`src/rtl/tmd_pkg.sv`:
```
package tmd_pkg;

    localparam int NUM_SRC  = 4;
    localparam int SEL_W    = $clog2(NUM_SRC);
    localparam int PRE_W    = 5;
    localparam int POST_W   = 2;
    localparam int CTL_W    = 32;
    localparam int PRE_SRC  = NUM_SRC - 1;

    typedef struct packed {
        logic [13:0]       spare_hi;
        logic [SEL_W-1:0]  src_sel;
        logic [2:0]        spare_mid;
        logic [PRE_W-1:0]  pre_ratio;
        logic [1:0]        spare_lo;
        logic [POST_W-1:0] post_ratio;
        logic [3:0]        spare_low;
    } ctl_word_t;

    localparam logic [CTL_W-1:0] RATIO_MASK = 32'h0000_1F30;

    function automatic ctl_word_t merge_ratios(input ctl_word_t cur, input ctl_word_t upd);
        ctl_word_t r;
        r            = cur;
        r.pre_ratio  = upd.pre_ratio;
        r.post_ratio = upd.post_ratio;
        return r;
    endfunction

    function automatic logic uses_pre(input logic [SEL_W-1:0] sel);
        return sel == SEL_W'(PRE_SRC);
    endfunction

endpackage

```
`src/rtl/tmd_ctl_reg.sv`:
```
module tmd_ctl_reg
    import tmd_pkg::*;
(
    input  logic              clk,
    input  logic              rst,
    input  logic              cfg_we,
    input  logic              ratio_we,
    input  ctl_word_t         wdata,
    output ctl_word_t         ctl_q,
    output logic              sel_change
);

    assign sel_change = cfg_we && (wdata.src_sel != ctl_q.src_sel);

    always_ff @(posedge clk) begin
        if (rst) begin
            ctl_q <= '0;
        end else if (cfg_we) begin
            ctl_q <= wdata;
        end else if (ratio_we) begin
            ctl_q <= merge_ratios(ctl_q, wdata);
        end
    end

endmodule

```
`src/rtl/tmd_src_pick.sv`:
```
module tmd_src_pick
    import tmd_pkg::*;
(
    input  logic [NUM_SRC-1:0] src_tick,
    input  logic [SEL_W-1:0]   sel,
    output logic               strobe
);

    logic [NUM_SRC-1:0] hit;

    for (genvar g = 0; g < NUM_SRC; g++) begin : g_src
        assign hit[g] = src_tick[g] && (sel == SEL_W'(g));
    end

    assign strobe = |hit;

endmodule

```
`src/rtl/tmd_stage_cnt.sv`:
```
module tmd_stage_cnt #(
    parameter int W = 2
) (
    input  logic         clk,
    input  logic         rst,
    input  logic         restart,
    input  logic         reload,
    input  logic [W-1:0] ratio_in,
    input  logic         bypass,
    input  logic         in_strobe,
    output logic         out_pulse
);

    logic [W-1:0] cnt;
    logic [W-1:0] limit;
    logic         at_end;

    assign at_end    = (cnt == limit);
    assign out_pulse = in_strobe && (bypass || at_end);

    always_ff @(posedge clk) begin
        if (rst) begin
            cnt   <= '0;
            limit <= '0;
        end else if (restart || reload) begin
            cnt   <= '0;
            limit <= ratio_in;
        end else if (in_strobe && !bypass) begin
            cnt <= at_end ? '0 : cnt + W'(1);
        end
    end

endmodule

```
`src/rtl/tick_mux_divider.sv`:
```
module tick_mux_divider
    import tmd_pkg::*;
(
    input  logic                clk,
    input  logic                rst,
    input  logic [NUM_SRC-1:0]  src_tick,
    input  logic                cfg_we,
    input  logic                ratio_we,
    input  logic [CTL_W-1:0]    wdata,
    output logic [CTL_W-1:0]    ctl_rdata,
    output logic                tick_out
);

    ctl_word_t ctl_q;
    ctl_word_t wr_word;
    logic      sel_change;
    logic      sel_strobe;
    logic      pre_pulse;
    logic      post_pulse;
    logic      reload;
    logic      tick_q;
    logic [PRE_W-1:0]  pre_next;
    logic [POST_W-1:0] post_next;

    assign wr_word = ctl_word_t'(wdata);

    tmd_ctl_reg u_reg (
        .clk        (clk),
        .rst        (rst),
        .cfg_we     (cfg_we),
        .ratio_we   (ratio_we),
        .wdata      (wr_word),
        .ctl_q      (ctl_q),
        .sel_change (sel_change)
    );

    tmd_src_pick u_pick (
        .src_tick (src_tick),
        .sel      (ctl_q.src_sel),
        .strobe   (sel_strobe)
    );

    assign reload    = post_pulse && !sel_change;
    assign pre_next  = sel_change ? wr_word.pre_ratio  : ctl_q.pre_ratio;
    assign post_next = sel_change ? wr_word.post_ratio : ctl_q.post_ratio;

    tmd_stage_cnt #(.W(PRE_W)) u_pre (
        .clk       (clk),
        .rst       (rst),
        .restart   (sel_change),
        .reload    (reload),
        .ratio_in  (pre_next),
        .bypass    (!uses_pre(ctl_q.src_sel)),
        .in_strobe (sel_strobe),
        .out_pulse (pre_pulse)
    );

    tmd_stage_cnt #(.W(POST_W)) u_post (
        .clk       (clk),
        .rst       (rst),
        .restart   (sel_change),
        .reload    (reload),
        .ratio_in  (post_next),
        .bypass    (1'b0),
        .in_strobe (pre_pulse),
        .out_pulse (post_pulse)
    );

    always_ff @(posedge clk) begin
        if (rst) begin
            tick_q <= 1'b0;
        end else begin
            tick_q <= post_pulse && !sel_change;
        end
    end

    assign tick_out  = tick_q;
    assign ctl_rdata = ctl_q;

endmodule

```
`config.mk`:
```
export PLATFORM = sky130hd
export DESIGN_NAME = tick_mux_divider
export DESIGN_NICKNAME = d
export VERILOG_FILES = /design/src/rtl/tmd_pkg.sv /design/src/rtl/tmd_ctl_reg.sv /design/src/rtl/tmd_src_pick.sv /design/src/rtl/tmd_stage_cnt.sv /design/src/rtl/tick_mux_divider.sv
export SDC_FILE = /design/constraint.sdc
export NUM_CORES = 1
export LEC_CHECK = 0
export ABC_AREA = 1
export BUFFER_PORTS_ARGS = -buffer_cell sky130_fd_sc_hd__buf_2
export CORE_MARGIN = 2
export CORE_UTILIZATION = 40
export CTS_BUF_LIST = sky130_fd_sc_hd__clkbuf_16
export DETAILED_ROUTE_END_ITERATION = 6
export PLACE_DENSITY = 0.67
export SYNTH_ARGS = -nofsm -noshare
export SYNTH_HDL_FRONTEND = slang
export SYNTH_SLANG_ARGS = --single-unit
```
`constraint.sdc`:
```
create_clock -name clk -period 1.95 [get_ports clk]
set_input_delay 0.195 -clock clk [delete_from_list [all_inputs] [get_ports clk]]
set_output_delay 0.195 -clock clk [all_outputs]
set_load 0.01 [all_outputs]
```
==> impl_metrics.env, run 1 <==
export IMPL_htreeDepth=2
export IMPL_syn_area_mm2=0.00204
export IMPL_cts_inserted_buffers=5
export IMPL_initial_drt_pass_iterations=4
export IMPL_first_pass_grt_wire_length_um=7780
export IMPL_post_synth_inst_count=274
export IMPL_io_buffers=72
export IMPL_cell_internal_pwr_w=0.00180
export IMPL_largest_net_degree_at_the_start_of_global_routing=31
export IMPL_skew_ps=7.29
export IMPL_maxCapViolations=0
export IMPL_synth_top_area_share=0.461
export IMPL_drc=0
export IMPL_top_level_port_count=73
export IMPL_drive_gt1_frac=0.270
export IMPL_post_cts_setup_buffers=0
export IMPL_layout_cells_most_common_list="72 x buf_2, 54 x nor2_1, 47 x dfxtp_1"
export IMPL_clock_tree_root_cell="clkbuf_16"
export IMPL_timing_final_hold_violations=0
export IMPL_power_switching_fraction=0.258
export IMPL_min_period_over_period=0.859
export IMPL_initial_utilization=0.423
export IMPL_cp_end_kind="flip-flop"
export IMPL_chipWidth_um=75.4
export IMPL_post_layout_nonfiller_instances=411
export IMPL_first_iter_violations=91
export IMPL_outcome="finished, final reports clean"
export IMPL_syn_num_nets=315
export IMPL_power_frac_comb=0.173
export IMPL_drv_slew=0
export IMPL_worstSetupPathType="reg -> reg"
export IMPL_die_area_mm2=0.00569
export IMPL_ant_nets=0
export IMPL_syn_to_final_growth_pct=28.7
export IMPL_yosysUniqueCellTypes=26
export IMPL_die_y_um=75.4
export IMPL_final_setup_tns_ps=0
export IMPL_clock_tree_from_tritoncts="done"
export IMPL_place_detailed_instances=404
export IMPL_period_needed_ps=1680
export IMPL_powerDensity_mw_per_mm2=923
export IMPL_core_area_mm2=0.00482
export IMPL_routed_wl_um=4660
export IMPL_place_worst_setup_slack_ps=304
export IMPL_critPathRequiredTime_ps=2100
export IMPL_post_synth_main_area_contributors="dfxtp_1 46%, nor2_1 9.9%, o21ai_0 9.6%, nand2_1 6.8%, a21oi_1 4.4%"
export IMPL_ctsHoldBuffers=0
export IMPL_cts_sinks=47
export IMPL_clock_network_fraction_of_total_power=0.382
export IMPL_grt_antenna_before_repair=0
export IMPL_synthesis_area_per_instance_um2=7.44
export IMPL_insertion_delay_ps=280
export IMPL_grt_overflow_total=0
export IMPL_detailed_place_hpwl_um=3360
export IMPL_power_total_w=0.00242
export IMPL_critical_path_peak_fanout=14
export IMPL_layout_commonest_cell="buf_2"
export IMPL_placementRows=25
export IMPL_timing_slew_headroom=0.728
export IMPL_hold_path_class="in -> reg"
export IMPL_yosys_reg_bits=47
export IMPL_final_setup_viol_count=0
export IMPL_globalplace_congestion=0.824
export IMPL_finalNetCount=385
export IMPL_grt_setup_unrepaired="false"
export IMPL_hold_ws_ps=95.4
export IMPL_num_vias=1938
export IMPL_yosysSeqAreaShare=0.461
export IMPL_diodes=0
export IMPL_worstPathArrival_ps=1830
export IMPL_leakage_nw=1.29
export IMPL_grt_usage=0.180
export IMPL_clkTransAtPathRegs_ps=60
export IMPL_ctsResizeCount=0
export IMPL_tightest_slew_ps=408
export IMPL_max_freq_mhz=597
export IMPL_yosys_warnings=0
export IMPL_switching_power_w=0.000626
export IMPL_layout_setup_ws_ps=274
export IMPL_per_cell_routed_wire_length_um=11.3
export IMPL_yosys_area_top_type="dfxtp_1"
export IMPL_seq_power_share=0.445
export IMPL_crit_start_category="flip-flop"
export IMPL_drt_vias_per_instance=4.72
export IMPL_vdd_ir_drop_max_v=0.000475
export IMPL_first_global_vias=1793
export IMPL_clockBufferDepth=2
## final timing paths
| check | from | endpoint | slack [ps] | depth (start not counted) |
|---|---|---|---|---|
| max | u_pre.cnt[0] | u_pre.cnt[2] | 270 | 9 |
| min | rst | tick_out | 100 | 2 |
| max reg2reg | u_pre.cnt[0] | u_pre.cnt[2] | 270 | 9 |
| min reg2reg | u_reg.ctl_q[3] | u_reg.ctl_q[3] | 490 | 2 |
## layout make-up
type                       instances  area (um2)
fill                             471        2190
inverter                          24        90.1
multi-input combinational        190         948
clock inverter                     2        33.8
clock buffer                       5         125
timing repair buffer              76         403
tap                               67        83.8
sequential                        47         941
## flip-flops by register name, indices dropped and copies added, names as in the netlist
name	cells
tick_out	1
u_post.limit	2
u_reg.ctl_q	32
u_pre.limit	5
u_pre.cnt	5
u_post.cnt	2
## cells by family (layout without fill, tap and decap cells)
kind of cell,Yosys count,count (layout),share of synthesized area
buf+inv,37,107,0.0736
compound gates,59,59,0.148
xor+xnor,9,9,0.0387
simple gates,121,121,0.272
flops,47,47,0.461
fa+ha+maj,1,1,0.00613
## routing by layer
layer	vias to the layer above	wire length, um	global-route usage
met4	0	108	0.105
met3	8	239	0.0437
met5	-	0	0
met1	861	2180	0.231
met2	48	2130	0.276
li1	1021	-	-
## Yosys cell counts
cell      number
a21oi_2        1
a21oi_1       18
nand3_2        2
dfxtp_1       47
o21ai_2        1
clkinv_1       1
nand2_4        1
nand3_1       15
inv_1         22
clkbuf_1       9
nand2_1       37
or2_2          1
ha_1           1
nor2_2         1
buf_2          3
nand3b_1       2
nor3b_2        1
nand3_4        2
xnor2_1        1
inv_2          1
o21ai_0       39
buf_6          1
nor2_1        54
nand4_1        4
xor2_1         8
or2_0          1
## stage by stage
step	area [um2]	utilization
floorplan	2040	-
global placement	2470	0.512
detailed placement	2470	0.512
CTS	2630	0.545
global route	2630	0.545
finish	2630	0.545
## critical path, stage by stage (launching register included)
cell and delay [ps]:
dfxtp_1 410, inv_1 80, nand2_1 60, nand2_1 50, nor2_1 190, nand3_4 150, nand2_4 100, nand3_4 160
nand3_1 280, a21oi_1 80
## power by group through the flow
stage / sequential [W] / combinational [W] / clock [W]
2_1_floorplan: 0.00111 / 0.000269 / 0
6_report: 0.00108 / 0.000419 / 0.000926
5_1_grt: 0.00109 / 0.000476 / 0.000986
4_1_cts: 0.00108 / 0.000423 / 0.000953
3_5_place_dp: 0.00110 / 0.000422 / 0
3_3_place_gp: 0.00110 / 0.000418 / 0
Note: power is estimated with default switching activity, not from simulation.
==> inputs of run 2 (changes only) <==
--- a/config.mk
+++ b/config.mk
@@ -12,6 +12,7 @@
 export CTS_BUF_LIST = sky130_fd_sc_hd__clkbuf_16
 export DETAILED_ROUTE_END_ITERATION = 6
 export PLACE_DENSITY = 0.67
+export RECOVER_POWER = 100
 export SYNTH_ARGS = -nofsm -noshare
 export SYNTH_HDL_FRONTEND = slang
 export SYNTH_SLANG_ARGS = --single-unit
==> impl_metrics.env, run 2 (synthesis gave the netlist of run 1 again) <==
export IMPL_clock_network_fraction_of_total_power=0.384
export IMPL_grt_setup_unrepaired="false"
export IMPL_vdd_ir_drop_max_v=0.000475
export IMPL_post_cts_setup_buffers=0
export IMPL_min_period_over_period=0.856
export IMPL_clock_tree_root_cell="clkbuf_16"
export IMPL_timing_final_hold_violations=0
export IMPL_period_needed_ps=1670
export IMPL_timing_critical_path_buf_inv=1
export IMPL_insertion_delay_ps=280
export IMPL_grt_antenna_before_repair=0
export IMPL_filler_cell_count=486
export IMPL_maxCapViolations=0
export IMPL_routed_wl_um=4640
export IMPL_top_level_port_count=73
export IMPL_critPathRequiredTime_ps=2100
export IMPL_cell_internal_pwr_w=0.00178
export IMPL_power_frac_comb=0.168
export IMPL_cts_inserted_buffers=5
export IMPL_max_stage_delay_ps=410
export IMPL_ctsHoldBuffers=0
export IMPL_layout_commonest_cell="nor2_1"
export IMPL_cp_max_stage_cell="dfxtp_1"
export IMPL_power_switching_fraction=0.260
export IMPL_multi_input_area_um2=948
export IMPL_layout_cells_most_common_list="54 x nor2_1, 47 x dfxtp_1, 39 x o21ai_0"
export IMPL_place_worst_setup_slack_ps=304
export IMPL_chipWidth_um=75.4
export IMPL_critical_path_peak_fanout=14
export IMPL_worstSetupPathType="reg -> reg"
export IMPL_registers_with_the_most_flip_flops="u_reg.ctl_q (32), u_pre.cnt (5), u_pre.limit (5)"
export IMPL_largest_net_degree_at_the_start_of_global_routing=31
export IMPL_cell_chain_of_the_critical_path="inv_1 > nand2_1 > nand2_1 > nor2_1 > nand3_4 > nand2_4 > nand3_4 > nand3_1 > a21oi_1"
export IMPL_hold_path_class="in -> reg"
export IMPL_first_iter_violations=111
export IMPL_timing_slew_headroom=0.622
export IMPL_io_buffers=72
export IMPL_max_freq_mhz=599
export IMPL_first_global_vias=1793
export IMPL_globalplace_congestion=0.824
export IMPL_finalNetCount=385
export IMPL_grt_overflow_total=0
export IMPL_ctsResizeCount=0
export IMPL_drt_vias_per_instance=4.71
export IMPL_core_area_mm2=0.00482
export IMPL_layout_setup_ws_ps=281
export IMPL_register_with_the_highest_flop_count="u_reg.ctl_q"
export IMPL_first_pass_grt_wire_length_um=7780
export IMPL_die_y_um=75.4
export IMPL_placementRows=25
export IMPL_clkTransAtPathRegs_ps=60
export IMPL_skew_ps=7.03
export IMPL_outcome="finished, final reports clean"
export IMPL_cts_sinks=47
export IMPL_drive_gt1_frac=0.172
export IMPL_htreeDepth=2
export IMPL_final_setup_viol_count=0
export IMPL_leakage_nw=1.17
export IMPL_die_area_mm2=0.00569
export IMPL_seq_power_share=0.448
export IMPL_diodes=0
export IMPL_tightest_slew_ps=568
export IMPL_drv_slew=0
export IMPL_syn_to_final_growth_pct=26.5
export IMPL_ant_nets=0
export IMPL_initial_drt_pass_iterations=4
export IMPL_initial_utilization=0.423
export IMPL_grt_usage=0.180
export IMPL_final_setup_tns_ps=0
export IMPL_powerDensity_mw_per_mm2=934
export IMPL_worstPathArrival_ps=1820
export IMPL_clock_tree_from_tritoncts="done"
export IMPL_largest_register_ff_count=32
export IMPL_num_vias=1936
export IMPL_cp_end_kind="flip-flop"
export IMPL_ff_latch_area_um2=941
export IMPL_timing_critical_path_max_delay_family="simple AND/OR/NAND/NOR gates"
export IMPL_detailed_place_hpwl_um=3360
export IMPL_switching_power_w=0.000627
export IMPL_clockBufferDepth=2
export IMPL_drc=0
export IMPL_per_cell_routed_wire_length_um=11.3
export IMPL_crit_start_category="flip-flop"
-- run 2: final cells by class --
cell class,instances,share of cell area
clock buffers,5,0.0485
clock inverters,2,0.0131
inverters,24,0.0349
multi-input cells,190,0.368
flip-flops and latches,47,0.365
well taps,67,0.0325
repair buffers,76,0.139
-- run 2: metal layers --
metal / wire length, um / GRT usage / part of all wire / vias to the layer above
li1: - / - / - / 1023
met1: 2190 / 0.231 / 0.47 / 864
met2: 2140 / 0.276 / 0.46 / 41
met3: 215 / 0.0437 / 0.046 / 8
met4: 104 / 0.105 / 0.022 / 0
met5: 0 / 0 / 0 / -
-- run 2: power by group through the flow --
stage | Combinational [W] | Clock [W] | Sequential, W
after floorplan | 0.000269 | 0 | 0.00111
after global placement | 0.000418 | 0 | 0.00110
after detailed placement | 0.000422 | 0 | 0.00110
after CTS | 0.000423 | 0.000953 | 0.00108
after global routing | 0.000463 | 0.000986 | 0.00109
final | 0.000406 | 0.000925 | 0.00108
-- run 2: per-stage QoR --
step	hold WS, ps	instances	utilization	cell area [um2]	total power [W]
after global placement	387	404	0.512	2470	0.00152
final	95.7	411	0.536	2580	0.00241
after global routing	88.7	411	0.536	2580	0.00254
after CTS	93.9	411	0.545	2630	0.00245
after floorplan	265	274	-	2040	0.00138
after detailed placement	395	404	0.512	2470	0.00152
-- run 2: path summary, 6_finish.rpt --
kind              depth (start not counted)  slack (ps)          from           end
hold reg to reg                           2         490  u_pre.cnt[3]  u_pre.cnt[3]
setup / recovery                          9         280  u_pre.cnt[0]  u_pre.cnt[2]
setup reg to reg                          9         280  u_pre.cnt[0]  u_pre.cnt[2]
hold / removal                            2         100           rst      tick_out
==> inputs of run 3 (changes only) <==
--- a/config.mk
+++ b/config.mk
@@ -5,13 +5,14 @@
 export SDC_FILE = /design/constraint.sdc
 export NUM_CORES = 1
 export LEC_CHECK = 0
-export ABC_AREA = 1
 export BUFFER_PORTS_ARGS = -buffer_cell sky130_fd_sc_hd__buf_2
-export CORE_MARGIN = 2
-export CORE_UTILIZATION = 40
+export CELL_PAD_IN_SITES_DETAIL_PLACEMENT = 0
+export CELL_PAD_IN_SITES_GLOBAL_PLACEMENT = 1
+export CORE_MARGIN = 1.5
+export CORE_UTILIZATION = 36
 export CTS_BUF_LIST = sky130_fd_sc_hd__clkbuf_16
 export DETAILED_ROUTE_END_ITERATION = 6
-export PLACE_DENSITY = 0.67
+export PLACE_DENSITY_LB_ADDON = 0.1
 export RECOVER_POWER = 100
 export SYNTH_ARGS = -nofsm -noshare
 export SYNTH_HDL_FRONTEND = slang
==> impl_metrics.env, run 3 <==
export IMPL_vdd_ir_drop_max_v=0.000382
export IMPL_initial_drt_pass_iterations=4
export IMPL_cell_internal_pwr_w=0.00179
export IMPL_syn_area_mm2=0.00208
export IMPL_final_setup_viol_count=0
export IMPL_filler_cell_count=598
export IMPL_min_delay_path_depth=3
export IMPL_power_switching_fraction=0.261
export IMPL_ctsResizeCount=0
export IMPL_post_synth_main_area_contributors="dfxtp_1 45%, mux2i_1 12%, nor2_1 6.7%, a211oi_2 5.4%, xor2_1 4.6%"
export IMPL_leakage_nw=1.11
export IMPL_clockBufferDepth=2
export IMPL_drt_vias_per_instance=4.86
export IMPL_yosysUniqueCellTypes=32
export IMPL_hold_ws_ps=144
export IMPL_cts_sinks=47
export IMPL_post_layout_nonfiller_instances=359
export IMPL_min_period_over_period=0.901
export IMPL_synth_flop_cell="dfxtp_1"
export IMPL_worstSetupPathType="reg -> reg"
export IMPL_power_frac_comb=0.164
export IMPL_die_area_mm2=0.00624
export IMPL_insertion_delay_ps=280
export IMPL_syn_to_final_growth_pct=25.3
export IMPL_syn_num_nets=253
export IMPL_post_cts_setup_buffers=0
export IMPL_largest_net_degree_at_the_start_of_global_routing=19
export IMPL_grt_overflow_total=0
export IMPL_crit_start_category="flip-flop"
export IMPL_place_detailed_instances=351
export IMPL_synth_top_cells_by_count="47 x dfxtp_1, 37 x nor2_1, 25 x mux2i_1"
export IMPL_async_set_or_reset_register_ratio_after_synthesis=0
export IMPL_yosys_reg_bits=47
export IMPL_ff_to_ff_path_depth=4
export IMPL_die_y_um=79.0
export IMPL_timing_final_hold_violations=0
export IMPL_yosys_area_top_type="dfxtp_1"
export IMPL_most_frequent_cell_after_synthesis="dfxtp_1"
export IMPL_top_level_port_count=73
export IMPL_worstPathArrival_ps=1960
export IMPL_critPathRequiredTime_ps=2150
export IMPL_num_vias=1743
export IMPL_final_setup_tns_ps=0
export IMPL_drc=0
export IMPL_clkTransAtPathRegs_ps=60
export IMPL_detailed_place_hpwl_um=3430
export IMPL_largest_register_ff_count=32
export IMPL_outcome="finished, final reports clean"
export IMPL_powerDensity_mw_per_mm2=928
export IMPL_switching_power_w=0.000630
export IMPL_drv_slew=0
export IMPL_cp_end_kind="flip-flop"
export IMPL_synth_top_area_share=0.453
export IMPL_first_global_vias=1734
export IMPL_chipWidth_um=79.0
export IMPL_skew_ps=3.18
export IMPL_first_pass_grt_wire_length_um=8060
export IMPL_seq_power_share=0.440
export IMPL_ctsHoldBuffers=0
export IMPL_clock_tree_from_tritoncts="done"
export IMPL_core_area_mm2=0.00554
export IMPL_placementRows=27
export IMPL_worst_hold_path_endpoint="u_reg.ctl_q[24]"
export IMPL_layout_commonest_cell="dfxtp_1"
export IMPL_layout_cells_most_common_list="47 x dfxtp_1, 38 x buf_2, 37 x nor2_1"
export IMPL_maxCapViolations=0
export IMPL_critical_path_peak_fanout=17
export IMPL_grt_antenna_before_repair=0
export IMPL_io_buffers=72
export IMPL_clock_network_fraction_of_total_power=0.396
export IMPL_synth_edff_count=0
export IMPL_grt_usage=0.164
export IMPL_finalNetCount=327
export IMPL_diodes=0
export IMPL_registers_with_the_most_flip_flops="u_reg.ctl_q (32), u_pre.cnt (5), u_pre.limit (5)"
export IMPL_initial_utilization=0.375
export IMPL_synthesis_area_per_instance_um2=9.80
export IMPL_routed_wl_um=4700
export IMPL_clock_tree_root_cell="clkbuf_16"
export IMPL_worst_r2r_endpoint="u_pre.cnt[3]"
export IMPL_post_synth_inst_count=212
export IMPL_first_iter_violations=49
export IMPL_hold_path_class="in -> reg"
export IMPL_timing_slew_headroom=0.421
export IMPL_drive_gt1_frac=0.226
export IMPL_max_freq_mhz=569
export IMPL_yosys_warnings=0
export IMPL_ant_nets=0
export IMPL_cts_inserted_buffers=5
export IMPL_grt_setup_unrepaired="false"
export IMPL_per_cell_routed_wire_length_um=13.1
export IMPL_setup_slack_reg_to_reg_ps=190
export IMPL_yosysSeqAreaShare=0.453
export IMPL_register_with_the_highest_flop_count="u_reg.ctl_q"
export IMPL_period_needed_ps=1760
export IMPL_worst_min_delay_path_startpoint="wdata[24]"
export IMPL_crit_reg2reg_launch="u_reg.ctl_q[16]"
export IMPL_globalplace_congestion=0.797
export IMPL_power_total_w=0.00242
export IMPL_htreeDepth=2
export IMPL_tightest_slew_ps=869
-- run 3: critical path: stages (launching register included) --
cell,delay [ps]
dfxtp_1,450
mux4_2,590
o211ai_4,290
o21ai_4,150
a211oi_1,180
-- run 3: kinds of logic (layout without fill, tap and decap cells) --
group	after synthesis	count (layout)	share of synthesized area
xor+xnor	13	13	0.0548
compound gates	48	48	0.191
mux	26	26	0.131
fa+ha+maj	1	1	0.00602
buf+inv	19	94	0.0415
flops	47	47	0.453
simple gates	58	58	0.123
-- run 3: how the worst max path moves through the flow --
| stage | startpoint | to | slack (ps) | cells past startpoint |
|---|---|---|---|---|
| floorplan | u_reg.ctl_q[16] | u_post.cnt[0] | 270 | 5 |
| global placement | u_reg.ctl_q[16] | u_pre.cnt[3] | 240 | 4 |
| detailed placement | u_reg.ctl_q[16] | u_pre.cnt[3] | 200 | 4 |
| CTS | u_reg.ctl_q[16] | u_pre.cnt[3] | 180 | 4 |
| global route | u_reg.ctl_q[16] | u_pre.cnt[3] | 40 | 4 |
| finish | u_reg.ctl_q[16] | u_pre.cnt[3] | 190 | 4 |
-- run 3: area by class of cell --
class	instances	area, um2	area share
Sequential cell	47	941	0.361
Inverter	7	26.3	0.0101
Tap cell	72	90.1	0.0346
Timing Repair Buffer	79	363	0.139
Multi-Input combinational cell	146	1020	0.392
Clock inverter	3	38.8	0.0149
Clock buffer	5	125	0.0480
-- run 3: per-stage QoR --
| step | util | setup WS (ps) | area [um2] |
|---|---|---|---|
| floorplan | - | 270 | 2080 |
| global placement | 0.455 | 236 | 2520 |
| detailed placement | 0.455 | 197 | 2520 |
| CTS | 0.485 | 180 | 2690 |
| global route | 0.470 | 43.9 | 2610 |
| finish | 0.470 | 193 | 2610 |
-- run 3: power by group through the flow --
| stage | combinational (W) | sequential, W | clock (W) |
|---|---|---|---|
| floorplan | 0.000267 | 0.00110 | 0 |
| global placement | 0.000423 | 0.00108 | 0 |
| detailed placement | 0.000424 | 0.00109 | 0 |
| CTS | 0.000427 | 0.00106 | 0.000984 |
| global route | 0.000444 | 0.00107 | 0.00103 |
| finish | 0.000395 | 0.00106 | 0.000957 |
-- run 3: layer usage --
| metal | GRT usage | routed length [um] | vias to the layer above |
|---|---|---|---|
| li1 | - | - | 883 |
| met1 | 0.214 | 2190 | 799 |
| met2 | 0.265 | 2160 | 55 |
| met3 | 0.0425 | 287 | 6 |
| met4 | 0.0474 | 57 | 0 |
| met5 | 0 | 0 | - |
